[src/rtl/clkmx_pkg.sv]
package clkmx_pkg;

    localparam int NUM_PAIRS = 6;
    localparam int NUM_SETS  = 4;
    localparam int NUM_DIVS  = 6;
    localparam int CODE_W    = 3;
    localparam int NUM_SRC   = 1 << CODE_W;
    localparam int XVAL_W    = 8;
    localparam int X_LO      = 5;
    localparam int X_HI      = 130;

    typedef enum logic [CODE_W-1:0] {
        SRC_REF  = 3'd0,
        SRC_D1   = 3'd1,
        SRC_D2   = 3'd2,
        SRC_D3   = 3'd3,
        SRC_D4   = 3'd4,
        SRC_DX   = 3'd5,
        SRC_D2X  = 3'd6,
        SRC_LOCK = 3'd7
    } src_code_e;

    typedef struct packed {
        logic [CODE_W-1:0] code;
        logic              en;
        logic              inv;
    } pair_cfg_t;

    localparam pair_cfg_t CFG_RESET = '{code: SRC_D1, en: 1'b1, inv: 1'b0};

    typedef enum logic {
        DV_WAIT_RISE,
        DV_COUNT
    } div_state_e;

    typedef enum logic {
        PS_STEADY,
        PS_PENDING
    } pair_state_e;

endpackage

[src/rtl/clkmx_cfg_store.sv]
module clkmx_cfg_store
    import clkmx_pkg::*;
#(
    parameter int N_SETS  = NUM_SETS,
    parameter int N_PAIRS = NUM_PAIRS,
    parameter int XW      = XVAL_W,
    parameter int XMIN    = X_LO,
    parameter int XMAX    = X_HI
) (
    input  logic                          clk,
    input  logic                          rst_n,
    input  logic                          we,
    input  logic [$clog2(N_SETS)-1:0]     wr_set,
    input  logic [$clog2(N_PAIRS+2)-1:0]  wr_addr,
    input  logic [XW-1:0]                 wr_data,
    input  logic [$clog2(N_SETS)-1:0]     rd_set,
    output pair_cfg_t                     rd_pairs [N_PAIRS],
    output logic [XW-1:0]                 rd_x,
    output logic                          rd_src
);

    localparam int SET_W  = $clog2(N_SETS);
    localparam int ADDR_W = $clog2(N_PAIRS + 2);
    localparam logic [ADDR_W-1:0] ADDR_X   = ADDR_W'(N_PAIRS);
    localparam logic [ADDR_W-1:0] ADDR_SRC = ADDR_W'(N_PAIRS + 1);

    pair_cfg_t       pcfg  [N_SETS][N_PAIRS];
    logic [XW-1:0]   xval  [N_SETS];
    logic            dsrc  [N_SETS];
    logic [XW-1:0]   x_clamped;

    always_comb begin
        if (wr_data < XW'(XMIN))      x_clamped = XW'(XMIN);
        else if (wr_data > XW'(XMAX)) x_clamped = XW'(XMAX);
        else                          x_clamped = wr_data;
    end

    for (genvar s = 0; s < N_SETS; s++) begin : g_set
        logic set_hit;
        assign set_hit = we && (wr_set == SET_W'(s));

        for (genvar p = 0; p < N_PAIRS; p++) begin : g_pair
            always_ff @(posedge clk or negedge rst_n) begin
                if (!rst_n) begin
                    pcfg[s][p] <= CFG_RESET;
                end else if (set_hit && (wr_addr == ADDR_W'(p))) begin
                    pcfg[s][p] <= '{code: wr_data[CODE_W-1:0],
                                    en:   wr_data[CODE_W],
                                    inv:  wr_data[CODE_W+1]};
                end
            end
        end

        always_ff @(posedge clk or negedge rst_n) begin
            if (!rst_n) begin
                xval[s] <= XW'(XMIN);
                dsrc[s] <= 1'b0;
            end else begin
                if (set_hit && (wr_addr == ADDR_X))   xval[s] <= x_clamped;
                if (set_hit && (wr_addr == ADDR_SRC)) dsrc[s] <= wr_data[0];
            end
        end
    end

    for (genvar p = 0; p < N_PAIRS; p++) begin : g_rd
        assign rd_pairs[p] = pcfg[rd_set][p];
    end
    assign rd_x   = xval[rd_set];
    assign rd_src = dsrc[rd_set];

    p_x_in_range_r3: assert property (@(posedge clk) disable iff (!rst_n)
        (rd_x >= XW'(XMIN)) && (rd_x <= XW'(XMAX)));

endmodule

[src/rtl/clkmx_div.sv]
module clkmx_div
    import clkmx_pkg::*;
#(
    parameter int CNT_W = 10
) (
    input  logic             clk,
    input  logic             rst_n,
    input  logic             edge_ev,
    input  logic             rise_ev,
    input  logic             rearm,
    input  logic [CNT_W-1:0] half_n,
    output logic             lvl
);

    div_state_e       st, st_n;
    logic [CNT_W-1:0] cnt, cnt_n;
    logic             lvl_q, lvl_n;
    logic [CNT_W-1:0] last_idx;

    assign last_idx = (half_n << 1) - CNT_W'(1);

    always_comb begin
        st_n  = st;
        cnt_n = cnt;
        lvl_n = lvl_q;
        unique case (st)
            DV_WAIT_RISE: begin
                lvl_n = 1'b0;
                if (rise_ev && !rearm) begin
                    st_n  = DV_COUNT;
                    cnt_n = '0;
                    lvl_n = 1'b1;
                end
            end
            DV_COUNT: begin
                if (rearm) begin
                    st_n  = DV_WAIT_RISE;
                    cnt_n = '0;
                    lvl_n = 1'b0;
                end else if (edge_ev) begin
                    cnt_n = (cnt >= last_idx) ? '0 : cnt + CNT_W'(1);
                    lvl_n = (cnt_n < half_n);
                end
            end
        endcase
    end

    always_ff @(posedge clk or negedge rst_n) begin
        if (!rst_n) begin
            st  <= DV_WAIT_RISE;
            cnt <= '0;
        end else begin
            st  <= st_n;
            cnt <= cnt_n;
        end
    end

    always_ff @(posedge clk or negedge rst_n) begin
        if (!rst_n) lvl_q <= 1'b0;
        else        lvl_q <= lvl_n;
    end

    assign lvl = lvl_q;

    p_hold_between_edges_r2: assert property (@(posedge clk) disable iff (!rst_n)
        (st == DV_COUNT && !edge_ev && !rearm) |=> $stable(lvl_q));

    p_rise_on_source_rise_r10: assert property (@(posedge clk) disable iff (!rst_n)
        (!lvl_q && !rise_ev) |=> !lvl_q);

endmodule

[src/rtl/clkmx_pair.sv]
module clkmx_pair
    import clkmx_pkg::*;
#(
    parameter int N_SRC = NUM_SRC
) (
    input  logic             clk,
    input  logic             rst_n,
    input  logic [N_SRC-1:0] lvls,
    input  pair_cfg_t        req,
    output logic             out_even,
    output logic             out_odd
);

    pair_state_e st, st_n;
    pair_cfg_t   app, app_n;
    logic        differs, old_low, new_low, swap;
    logic        sel_n, even_n, odd_n;

    assign differs = (req != app);
    assign old_low = !app.en || !lvls[app.code];
    assign new_low = !req.en || !lvls[req.code];
    assign swap    = differs && old_low && new_low;

    always_comb begin
        st_n  = st;
        app_n = app;
        unique case (st)
            PS_STEADY: begin
                if (swap)         app_n = req;
                else if (differs) st_n  = PS_PENDING;
            end
            PS_PENDING: begin
                if (!differs) begin
                    st_n = PS_STEADY;
                end else if (swap) begin
                    app_n = req;
                    st_n  = PS_STEADY;
                end
            end
        endcase
    end

    always_ff @(posedge clk or negedge rst_n) begin
        if (!rst_n) begin
            st  <= PS_STEADY;
            app <= CFG_RESET;
        end else begin
            st  <= st_n;
            app <= app_n;
        end
    end

    always_comb begin
        sel_n  = lvls[app_n.code];
        odd_n  = app_n.en & sel_n;
        even_n = app_n.en & (sel_n ^ app_n.inv);
    end

    always_ff @(posedge clk or negedge rst_n) begin
        if (!rst_n) begin
            out_even <= 1'b0;
            out_odd  <= 1'b0;
        end else begin
            out_even <= even_n;
            out_odd  <= odd_n;
        end
    end

    p_disabled_low_r8: assert property (@(posedge clk) disable iff (!rst_n)
        !app.en |-> (!out_even && !out_odd));

    p_complement_r6: assert property (@(posedge clk) disable iff (!rst_n)
        (app.en && app.inv) |-> (out_even != out_odd));

    p_swap_quiet_r9: assert property (@(posedge clk) disable iff (!rst_n)
        !$stable(app) |-> !out_odd);

endmodule

[src/rtl/clk_div_matrix.sv]
module clk_div_matrix
    import clkmx_pkg::*;
#(
    parameter int N_PAIRS = NUM_PAIRS,
    parameter int N_SETS  = NUM_SETS,
    parameter int XW      = XVAL_W,
    parameter int XMIN    = X_LO,
    parameter int XMAX    = X_HI
) (
    input  logic                          clk,
    input  logic                          rst_n,
    input  logic                          pll_in,
    input  logic                          ref_in,
    input  logic                          lock_in,
    input  logic [$clog2(N_SETS)-1:0]     persona,
    input  logic                          cfg_we,
    input  logic [$clog2(N_SETS)-1:0]     cfg_set,
    input  logic [$clog2(N_PAIRS+2)-1:0]  cfg_addr,
    input  logic [XW-1:0]                 cfg_data,
    output logic [N_PAIRS-1:0]            pair_even,
    output logic [N_PAIRS-1:0]            pair_odd
);

    localparam int CNT_W = $clog2(4 * XMAX);

    pair_cfg_t       act_pairs [N_PAIRS];
    logic [XW-1:0]   act_x, x_prev;
    logic            act_src, src_prev;
    logic            s1, s2, r1, r2, k1, k2;
    logic            edge_ev, rise_ev, rearm;
    logic [CNT_W-1:0] div_n [NUM_DIVS];
    logic [NUM_DIVS-1:0] div_lvl;
    logic [NUM_SRC-1:0]  lvls;

    clkmx_cfg_store #(
        .N_SETS (N_SETS),
        .N_PAIRS(N_PAIRS),
        .XW     (XW),
        .XMIN   (XMIN),
        .XMAX   (XMAX)
    ) u_store (
        .clk     (clk),
        .rst_n   (rst_n),
        .we      (cfg_we),
        .wr_set  (cfg_set),
        .wr_addr (cfg_addr),
        .wr_data (cfg_data),
        .rd_set  (persona),
        .rd_pairs(act_pairs),
        .rd_x    (act_x),
        .rd_src  (act_src)
    );

    always_ff @(posedge clk or negedge rst_n) begin
        if (!rst_n) begin
            s1 <= 1'b0; s2 <= 1'b0;
            r1 <= 1'b0; r2 <= 1'b0;
            k1 <= 1'b0; k2 <= 1'b0;
            x_prev   <= XW'(XMIN);
            src_prev <= 1'b0;
        end else begin
            s1 <= act_src ? ref_in : pll_in;
            s2 <= s1;
            r1 <= ref_in;
            r2 <= r1;
            k1 <= lock_in;
            k2 <= k1;
            x_prev   <= act_x;
            src_prev <= act_src;
        end
    end

    assign edge_ev = s1 ^ s2;
    assign rise_ev = s1 & ~s2;
    assign rearm   = (act_x != x_prev) || (act_src != src_prev);

    for (genvar d = 0; d < NUM_DIVS; d++) begin : g_div
        if (d < 4) begin : g_fixed
            assign div_n[d] = CNT_W'(d + 1);
        end else if (d == 4) begin : g_x
            assign div_n[d] = CNT_W'(act_x);
        end else begin : g_2x
            assign div_n[d] = CNT_W'({act_x, 1'b0});
        end

        clkmx_div #(.CNT_W(CNT_W)) u_div (
            .clk    (clk),
            .rst_n  (rst_n),
            .edge_ev(edge_ev),
            .rise_ev(rise_ev),
            .rearm  (rearm),
            .half_n (div_n[d]),
            .lvl    (div_lvl[d])
        );
    end

    assign lvls = {k2, div_lvl, r2};

    for (genvar p = 0; p < N_PAIRS; p++) begin : g_pair
        clkmx_pair #(.N_SRC(NUM_SRC)) u_pair (
            .clk     (clk),
            .rst_n   (rst_n),
            .lvls    (lvls),
            .req     (act_pairs[p]),
            .out_even(pair_even[p]),
            .out_odd (pair_odd[p])
        );
    end

    p_rearm_clears_r10: assert property (@(posedge clk) disable iff (!rst_n)
        rearm |=> (div_lvl == '0));

endmodule

[config.mk]
export PLATFORM = sky130hd
export DESIGN_NAME = clk_div_matrix
export DESIGN_NICKNAME = d
export VERILOG_FILES = /design/src/rtl/clkmx_pkg.sv /design/src/rtl/clkmx_cfg_store.sv /design/src/rtl/clkmx_div.sv /design/src/rtl/clkmx_pair.sv /design/src/rtl/clk_div_matrix.sv
export SDC_FILE = /design/constraint.sdc
export NUM_CORES = 1
export LEC_CHECK = 0
export BUFFER_PORTS_ARGS = -buffer_cell sky130_fd_sc_hd__buf_2
export CAP_MARGIN = 0
export CORE_AREA = 3 3 178 180
export CTS_CLUSTER_SIZE = 20
export DETAILED_ROUTE_END_ITERATION = 10
export DIE_AREA = 0 0 181 183
export PLACE_DENSITY = 0.81
export SLEW_MARGIN = 20
export SYNTH_ARGS = -nofsm -noshare
export SYNTH_HDL_FRONTEND = slang
export SYNTH_HIERARCHICAL = 1
export SYNTH_SLANG_ARGS = --single-unit
[constraint.sdc]
create_clock -name clk -period 10.6 [get_ports clk]
set_input_delay 1.59 -clock clk [delete_from_list [all_inputs] [get_ports clk]]
set_output_delay 1.59 -clock clk [all_outputs]
set_load 0.1 [all_outputs]
==> reports/metrics.csv, run 1 <==
stage;metric;value;unit
clock_network;post-cts-setup-buffers;0;
setup_path;startpoint_type;input pin;
worst_hold_path;holdPathEnd;k2;
global_routing;grt_overflow;0;
drt;wl;43060;µm
place;place.gp.congestion;0.8837;
synthesis;avgSynthCellArea;10.67;µm²
synthesis;ys_types;89;
synthesis;synthArstFlopShare;100.0;%
die;die_area;0.03312;mm²
place;dpl.hpwl;29140;µm
pwr;ir_drop;0.2057;mV
clock_network;cts_tree;yes;
finish;nNetsFinal;2094;
worst_hold_path;min_delay_path_depth;0;
drt;drt-initial-drc-count;1031;
drt;drc;0;
run;maxCapViolations;0;
die;start_util;64.61;%
setup_path;cpPeakStageDelay;0.73;ns
global_routing;grt_pass1_vias;14370;
synthesis;synth_seq_cells;285;
setup_path;r2r_slack;6.32;ns
setup_path;r2r-end;g_div[4].u_div/lvl;
clock_network;cts_buffers;34;
finish;postLayoutCoreUtil;70.58;%
synthesis;synth-main-ff-cell;dfrtp_1;
sta;fmaxAchievable;171.9;MHz
synthesis;ys_seq_area_share;36.81;%
clock_network;cts_hold_buf;0;
finish;antenna_cells;0;
clock_network;htreeDepth;2;
sta;hold_violations;0;
synthesis;synth.most_common_cell;dfrtp_1;
worst_hold_path;min-delay-path-class;reg2reg;
setup_path;reg2reg_depth;16;
global_routing;antenna_found_initial;0;
setup_path;crit_family;simple AND/OR/NAND/NOR gates;
synthesis;synth.top_cell.area_share;27.44;%
drt;wl_per_cell;18.15;µm
finish;syn_to_final_growth;9.239;%
die;io_pins;33;
setup_path;crit_required;10.98;ns
setup_path;setup.worst_path.class;in2reg;
finish;seq_area;0.007219;mm²
clock_network;post_cts_resize_count;0;
outcome;status;finished, final reports clean;
setup_path;endpoint_kind;flop;
setup_path;worstPathMaxFanout;39;
place;placement.io_buffers;32;
setup_path;arrival;6.20;ns
finish;drive_gt1_share;25.54;%
worst_hold_path;hold_path.startpoint;k1;
die;rows;64;
sta;maxSlewViolCount;0;
setup_path;crit_path_frequent_cell;ha_1;
sta;rsz0062_at_grt;no;
synthesis;synth.area.top_cells;dfrtp_1, mux2_2, dfstp_2;
synthesis;yosysTopAreaCell;dfrtp_1;
synthesis;syn_area;0.01961;mm²
sta;slew_headroom;28.85;%
synthesis;synth-edff-count;0;
clock_network;clk_pin_slew_worst_paths;0.06;ns
global_routing;grt_pass1_wl;72020;µm
sta;tns;0;ns
clock_network;cts_buffer_depth;3;
clock_network;cts_sinks;285;
synthesis;syn_inst;1838;
sta;layout_min_cycle_time;5.819;ns
drt;first_pass_iters;5;
pwr;p_per_area;181.2;mW/mm²
global_routing;track_usage;25.89;%
finish;fillers;2172;
drt;dr_total_vias;14410;
global_routing;grt_start_max_net_pins;191;
finish;multiInputGateArea;0.01189;mm²
die;fp.dieH;183;µm
sta;skew;0.02070;ns
clock_network;cts_root_buf;clkbuf_16;
sta;setup_viol;0;
clock_network;clk_latency;0.52;ns
setup_path;slowest_stage;mux4_2;
sta;period_share;54.89;%
die;die_x;181;µm
setup_path;path_buf_inv;3;
pwr;leakagePower;0.009309;µW
setup_path;r2r-start;u_store/xval[8];
setup_path;path_cells;buf_2, buf_4, mux4_2, inv_1, ha_1, nand3_1, nor3_1, xnor2_1, ha_1, o21ai_0, o21bai_1, a21o_2, nor2_1, ha_1, nand4_1, or4_1, nor3b_1, a21oi_1;
drt;via_per_inst;6.074;
sta;tightest_slew;1.067;ns
synthesis;ys_top_cells_by_count;dfrtp_1, mux2_2, nor2_1;
synthesis;ys_warn_count;6;
die;core;0.03035;mm²
drt;postRouteAntennaNets;0;
worst max path at each step:
stage | from | endpoint | slack [ns] | depth (start not counted)
2_1_floorplan | persona[0] | g_div[5].u_div/lvl | 5.11 | 19
3_3_place_gp | persona[0] | g_div[4].u_div/lvl | 4.42 | 18
3_5_place_dp | persona[0] | g_div[4].u_div/lvl | 4.29 | 18
4_1_cts | persona[0] | g_div[5].u_div/lvl | 4.77 | 19
5_1_grt | persona[0] | g_div[5].u_div/lvl | 4.39 | 19
6_report | persona[0] | g_div[4].u_div/lvl | 4.78 | 18
layout by cell type, fill, tap and decap left out, types with 43 or more instances in the layout:
cell type	Yosys	final
nor2_1	142	142
dfstp_2	70	70
nand3_1	61	61
conb_1	2	111
mux2i_1	57	57
o21ai_0	43	43
ha_1	121	121
nand2_1	93	93
dfrtp_1	215	215
mux2_2	171	171
mux4_2	45	45
inv_1	123	123
a21oi_1	73	73
xnor2_1	74	74
through the flow:
stage | hold WS [ns] | instances | total power, µW | setup slack, ns | cell area (µm²)
after floorplan | 0.3312 | 1947 | 2476 | 5.112 | 20020
after global placement | 0.3449 | 2312 | 2657 | 4.417 | 20310
after detailed placement | 0.3386 | 2312 | 2712 | 4.295 | 20310
after CTS | 0.3537 | 2373 | 3892 | 4.767 | 21420
after global routing | 0.3728 | 2373 | 4089 | 4.389 | 21420
final | 0.3494 | 2373 | 3882 | 4.781 | 21420
kinds of logic (layout without fill, tap and decap cells):
kind of cell    Yosys count  after routing  share of synthesized area, %
simple gates            502            502                         14.29
flops                   285            285                         36.81
buf+inv                 195            225                         4.645
mux                     279            279                         18.24
xor+xnor                 98             98                         4.377
fa+ha+maj               121            121                         7.720
compound gates          356            356                         13.87
other cells               2            111                       0.03830
worst register-to-register path, cell delays in order, from the launching register on:
cell      delay (ns)
dfstp_2         0.38
mux4_2          0.59
inv_1           0.15
ha_1            0.23
nand3_1         0.13
nor3_1          0.21
xnor2_1         0.10
ha_1            0.29
o21ai_0         0.09
o21bai_1        0.31
a21o_2          0.23
nor2_1          0.07
ha_1            0.31
nand4_1         0.15
or4_1           0.58
nor3b_1         0.22
a21oi_1         0.09
routing by layer:
layer	wire [µm]	part of all wire (%)	vias to the layer above	track usage [%]
li1	-	-	6826	-
met2	20720	48	332	44.13
met4	970	2.3	0	7.130
met1	19540	45	7180	35.26
met3	1836	4.3	75	3.511
met5	0	0	-	0
power by group:
part	total [µW]	switching [µW]	leakage [µW]	internal, µW
sequential	1530	190	0.00358	1340
clock	1150	459	0.000541	695
combinational	1200	683	0.00519	514
total	3880	1330	0.00931	2550
state kept, by name, summed over array words and instances, names as in the netlist, 4 cells and up:
| signal | count |
|---|---|
| g_div.u_div/lvl | 6 |
| g_pair.u_pair/out_odd | 6 |
| g_pair.u_pair/app | 30 |
| x_prev | 8 |
| g_div.u_div/st | 6 |
| u_store/dsrc | 4 |
| g_div.u_div/cnt | 60 |
| u_store/xval | 32 |
| u_store/pcfg | 120 |
| g_pair.u_pair/out_even | 6 |
cell type report:
| type | instances | area share, % |
|---|---|---|
| clock buffer | 50 | 4.579 |
| inverter | 129 | 2.330 |
| timing repair buffer | 35 | 0.9579 |
| tap | 396 | 2.313 |
| multi-input combinational | 1467 | 55.50 |
| sequential | 285 | 33.70 |
| clock inverter | 11 | 0.6191 |
(Power assumes the default switching activity.)
==> run 2, diff against run 1 <==
- CORE_AREA: 3 3 178 180 -> 3 3 180 182
- DIE_AREA: 0 0 181 183 -> 0 0 183 185
- PLACE_DENSITY: 0.81 -> 0.8
- clock period: 10.6 -> 6 ns (I/O delays scaled with it)
==> run 2 against run 1 <==
First-iteration DRC count rose by 0.29%. Flip-flop and latch count stayed put. Count of clock-buffer cells in the layout decreased by 7. Via count rose by 0.48%. Cell area down 0.25%. Critical path type unchanged. Largest cell class unchanged. Largest power group unchanged. Highest routed layer unchanged.
==> reports/metrics.csv, run 2 (synthesized netlist as in run 1, its figures left out) <==
stage;metric;value;unit
outcome;status;finished, final reports clean;
clock_network;cts_tree;yes;
finish;reg.largest.list;u_store/pcfg x120, g_div.u_div/cnt x60, u_store/xval x32;
global_routing;grt_overflow;0;
clock_network;cts_sinks;285;
drt;drc;0;
die;fp.dieH;185;µm
worst_hold_path;min-delay-path-class;in2async;
place;placement.io_buffers;32;
place;dpl_cell_area;0.02032;mm²
clock_network;cts_hold_buf;0;
place;place.gp.congestion;0.9179;
finish;stdcell_area;0.02137;mm²
setup_path;worstPathMaxFanout;9;
sta;hold_violations;0;
sta;tns;0;ns
sta;fmaxAchievable;218.3;MHz
drt;first_pass_iters;6;
global_routing;grt_start_max_net_pins;144;
global_routing;antenna_found_initial;1;
setup_path;startpoint_type;input pin;
run;maxCapViolations;0;
clock_network;cts_buffer_depth;3;
sta;period_share;76.34;%
finish;drive_gt1_share;25.46;%
die;die_area;0.03386;mm²
sta;layout_min_cycle_time;4.580;ns
finish;multiInputGateArea;0.01189;mm²
clock_network;cts_buffers;31;
drt;via_per_inst;6.103;
sta;setup_viol;0;
finish;seq_area;0.007219;mm²
die;io_pins;33;
drt;drt-initial-drc-count;1034;
finish;largest_reg_flops;120;
pwr;leakagePower;0.009280;µW
clock_network;clk_latency;0.59;ns
setup_path;slowest_stage;mux4_2;
pwr;p_per_area;317.3;mW/mm²
clock_network;post_cts_resize_count;0;
sta;tightest_slew;1.082;ns
clock_network;clk_pin_slew_worst_paths;0.06;ns
die;rows;64;
setup_path;setup.worst_path.class;in2reg;
sta;slew_headroom;27.86;%
drt;wl;43790;µm
clock_network;htreeDepth;1;
drt;wl_per_cell;18.45;µm
clock_network;cts_root_buf;clkbuf_16;
global_routing;grt_pass1_wl;73710;µm
finish;final_cell_mix;dfrtp_1, mux2_2, nor2_1;
finish;regMostFlops;u_store/pcfg;
setup_path;reg2reg_depth;16;
place;dpl.hpwl;30210;µm
setup_path;crit_path_frequent_cell;ha_1;
setup_path;cpPeakStageDelay;0.67;ns
finish;fillers;2230;
setup_path;crit_required;6.44;ns
die;die_x;183;µm
setup_path;endpoint_kind;flop;
finish;syn_to_final_growth;8.964;%
setup_path;r2r-end;g_div[4].u_div/lvl;
pwr;ir_drop;0.2654;mV
global_routing;track_usage;26.13;%
setup_path;r2r-start;u_store/xval[0];
clock_network;post-cts-setup-buffers;0;
die;core;0.03075;mm²
setup_path;path_cells;buf_2, mux4_2, inv_1, ha_1, nand3_1, nor3_1, xnor2_1, ha_1, o21ai_0, o21bai_1, a21o_2, nor2_1, ha_1, nand4_1, or4_1, nor3b_1, a21oi_1;
setup_path;r2r_slack;1.70;ns
drt;dr_total_vias;14480;
setup_path;arrival;5.02;ns
sta;rsz0062_at_grt;no;
finish;nNetsFinal;2093;
finish;final_common_cell;dfrtp_1;
sta;skew;0.02701;ns
die;start_util;63.77;%
drt;postRouteAntennaNets;0;
sta;maxSlewViolCount;0;
global_routing;grt_pass1_vias;14760;
## run 2: report_power, final
part           internal (µW)  total, µW  switching [µW]
clock                   1150       1960             802
combinational            909       2120            1210
sequential              2370       2700             336
total                   4430       6780            2350
## run 2: stage by stage
step | power [µW] | hold WS [ns] | std cells | utilization, % | worst slack [ns]
2_1_floorplan | 4373 | 0.3312 | 1947 | - | 1.202
3_3_place_gp | 4700 | 0.3367 | 2314 | 66.09 | 1.049
3_5_place_dp | 4799 | 0.3362 | 2314 | 66.09 | 0.9225
4_1_cts | 6786 | 0.3496 | 2372 | 69.48 | 1.454
5_1_grt | 7139 | 0.3615 | 2373 | 69.49 | 1.050
6_report | 6779 | 0.3240 | 2373 | 69.49 | 1.420
## run 2: worst max path at each step
stage / from / endpoint / slack (ns) / cells past startpoint
floorplan: persona[0] / g_div[5].u_div/lvl / 1.20 / 19
global placement: persona[0] / g_div[4].u_div/lvl / 1.05 / 17
detailed placement: persona[0] / g_div[4].u_div/lvl / 0.92 / 17
CTS: persona[0] / g_div[4].u_div/lvl / 1.45 / 17
global route: persona[0] / g_div[4].u_div/lvl / 1.05 / 17
finish: persona[0] / g_div[4].u_div/lvl / 1.42 / 17
## run 2: routing by layer
layer | up-vias | GRT usage [%] | part of all wire [%]
met5 | - | 0 | 0
met4 | 0 | 7.038 | 1.6
met3 | 69 | 4.124 | 5.7
met2 | 391 | 44.02 | 48
met1 | 7172 | 35.59 | 45
li1 | 6850 | - | -
## run 2: worst max-delay path: cells and delay by family
family | cells | cell delay [ns]
buf+inv | 2 | 0.40
mux | 1 | 0.67
compound gates | 4 | 0.71
simple gates | 6 | 1.38
fa+ha+maj | 3 | 0.83
xor+xnor | 1 | 0.11
## run 2: area by class of cell
class                           count  area share [%]
Clock inverter                     15          0.9427
Inverter                          129           2.336
Antenna cell                        1         0.01171
Clock buffer                       43           3.935
Sequential cell                   285           33.79
Tap cell                          396           2.319
Multi-Input combinational cell   1467           55.64
Timing Repair Buffer               37           1.031
==> run 3, diff against run 2 <==
- ABC_AREA: not set -> 1
- CORE_AREA: 3 3 180 182 -> 3 3 178 180
- DIE_AREA: 0 0 183 185 -> 0 0 181 183
- clock period: 6 -> 4.3 ns (I/O delays scaled with it)
==> run 3 against run 2 <==
Power is 72% higher. Cell count up 33%. Synthesized cell count grew 41%. Utilization increased by 0.97 points. Worst setup slack got worse by 0.99 ns. Critical path type unchanged. Largest cell class unchanged. Largest power group is now combinational logic.
==> reports/metrics.csv, run 3 <==
stage;metric;value;unit
die;rows;64;
synthesis;yosysTopAreaCell;dfrtp_1;
global_routing;grt_start_max_net_pins;109;
finish;largest_reg_flops;120;
pwr;p_total;11630;µW
global_routing;antenna_found_initial;0;
clock_network;post-cts-setup-buffers;0;
global_routing;grt_overflow;0;
finish;drive_gt1_share;13.09;%
setup_path;path_cells;buf_2, buf_4, o21ai_0, o22ai_2, inv_1, ha_1, nand3_1, nor3_1, xor2_1, ha_1, nand2_1, inv_1, a21oi_2, and2_1, nand2_2, or2_1, inv_1, ha_1, a211oi_1, o21ai_0, a31oi_1, nand2_1, a21oi_1;
place;dpl.hpwl;33500;µm
setup_path;slowest_stage;ha_1;
pwr;p_per_area;544.1;mW/mm²
finish;final_common_cell;nand2_1;
global_routing;grt_pass1_vias;16830;
finish;regMostFlops;u_store/pcfg;
synthesis;synth.top_cell.area_share;27.84;%
finish;postLayoutCoreUtil;70.46;%
synthesis;ys_seq_area_share;37.36;%
drt;wl_per_cell;14.85;µm
synthesis;synth_seq_cells;285;
clock_network;cts_buffer_depth;3;
synthesis;syn_area;0.01933;mm²
die;io_pins;33;
place;placement.io_buffers;32;
sta;slew_headroom;32.99;%
drt;dr_total_vias;17450;
setup_path;worstPathMaxFanout;14;
finish;nNetsFinal;2867;
die;die_x;181;µm
finish;seq_area;0.007219;mm²
synthesis;synth-edff-count;0;
worst_hold_path;min-delay-path-class;in2async;
setup_path;arrival;4.30;ns
place;place.gp.congestion;0.9212;
setup_path;startpoint_type;input pin;
clock_network;cts_buffers;34;
setup_path;crit_family;compound AO/OA/AOI/OAI gates;
synthesis;ys_warn_count;6;
synthesis;ys_top_cells_by_count;nand2_1, inv_1, o21ai_0;
sta;rsz0062_at_grt;no;
drt;drc;0;
sta;setup_viol;0;
synthesis;syn_inst;2595;
drt;first_pass_iters;8;
clock_network;clk_pin_slew_worst_paths;0.06;ns
outcome;status;finished, final reports clean;
die;core;0.03035;mm²
clock_network;clk_latency;0.52;ns
finish;antenna_cells;0;
sta;period_share;89.97;%
setup_path;path_buf_inv;5;
clock_network;cts_tree;yes;
sta;fmaxAchievable;258.5;MHz
synthesis;synth.most_common_cell;nand2_1;
finish;syn_to_final_growth;10.64;%
global_routing;track_usage;28.19;%
die;fp.dieH;183;µm
drt;wl;46730;µm
setup_path;crit_required;4.73;ns
run;maxCapViolations;0;
finish;multiInputGateArea;0.01063;mm²
clock_network;post_cts_resize_count;0;
setup_path;endpoint_kind;flop;
sta;maxSlewViolCount;0;
die;start_util;63.68;%
synthesis;synth.area.top_cells;dfrtp_1, nand2_1, dfstp_2;
drt;drt-initial-drc-count;1208;
drt;via_per_inst;5.544;
synthesis;avgSynthCellArea;7.447;µm²
global_routing;grt_pass1_wl;79330;µm
pwr;leakagePower;0.01054;µW
setup_path;setup.worst_path.class;in2reg;
finish;stdcell_area;0.02138;mm²
die;die_area;0.03312;mm²
synthesis;synthArstFlopShare;100.0;%
sta;layout_min_cycle_time;3.869;ns
setup_path;path_depth;23;
finish;final_cell_mix;nand2_1, inv_1, o21ai_0;
finish;fillers;2406;
sta;hold_ws;0.1901;ns
pwr;ir_drop;0.3481;mV
setup_path;cpPeakStageDelay;0.27;ns
clock_network;cts_sinks;285;
clock_network;cts_root_buf;clkbuf_16;
sta;tightest_slew;1.005;ns
place;dpl_cell_area;0.02021;mm²
setup_path;reg2reg_depth;21;
clock_network;cts_hold_buf;0;
finish;reg.largest.list;u_store/pcfg x120, g_div.u_div/cnt x60, u_store/xval x32;
sta;tns;0;ns
sta;skew;0.02626;ns
clock_network;htreeDepth;2;
drt;postRouteAntennaNets;0;
sta;hold_violations;0;
synthesis;ys_types;47;
synthesis;synth-main-ff-cell;dfrtp_1;
[run 3: area by class of cell]
cell class	instances	share of cell area (%)
inverters	392	6.987
well taps	396	2.317
flip-flops and latches	285	33.76
repair buffers	56	1.755
clock buffers	50	4.634
clock inverters	12	0.8484
multi-input cells	1956	49.70
[run 3: routing by layer]
| layer | share of wire (%) | wire (µm) | GRT usage (%) |
|---|---|---|---|
| met2 | 48 | 22370 | 47.83 |
| met1 | 44 | 20420 | 38.08 |
| met5 | 0 | 0 | 0 |
| met4 | 2.4 | 1115 | 8.623 |
| met3 | 6.1 | 2828 | 3.788 |
[run 3: worst paths after layout]
kind	start	end	slack [ns]
worst min-delay path	rst_n	g_pair[3].u_pair/out_odd	0.19
max in group asynchronous	rst_n	u_store/pcfg[86]	3.07
worst max register to register	u_store/xval[8]	g_div[5].u_div/lvl	0.51
worst min register to register	k1	k2	0.35
min in group clk	lock_in	k1	0.28
worst max-delay path	persona[0]	g_div[5].u_div/lvl	0.43
[run 3: cell families after synthesis]
kind of cell               count (synthesis)  synth area share, %
AOI/OAI and AO/OA                        468                13.78
xor gates and xnor gates                  62                2.849
adders and majority gates                121                7.834
buffers and inverters                    446                9.478
DFF                                      285                37.36
other                                      2              0.03886
and+or+nand+nor                         1211                28.67
[run 3: through the flow]
stage          instances  setup WS [ns]
2_1_floorplan       2687        0.09961
3_3_place_gp        3085         0.1594
3_5_place_dp        3085       -0.03250
4_1_cts             3147         0.4830
5_1_grt             3147         0.1055
6_report            3147         0.4314
[run 3: power by group]
| part | internal (µW) | switching, µW |
|---|---|---|
| Sequential | 3460 | 664 |
| Combinational | 1590 | 2940 |
| Clock | 1850 | 1130 |
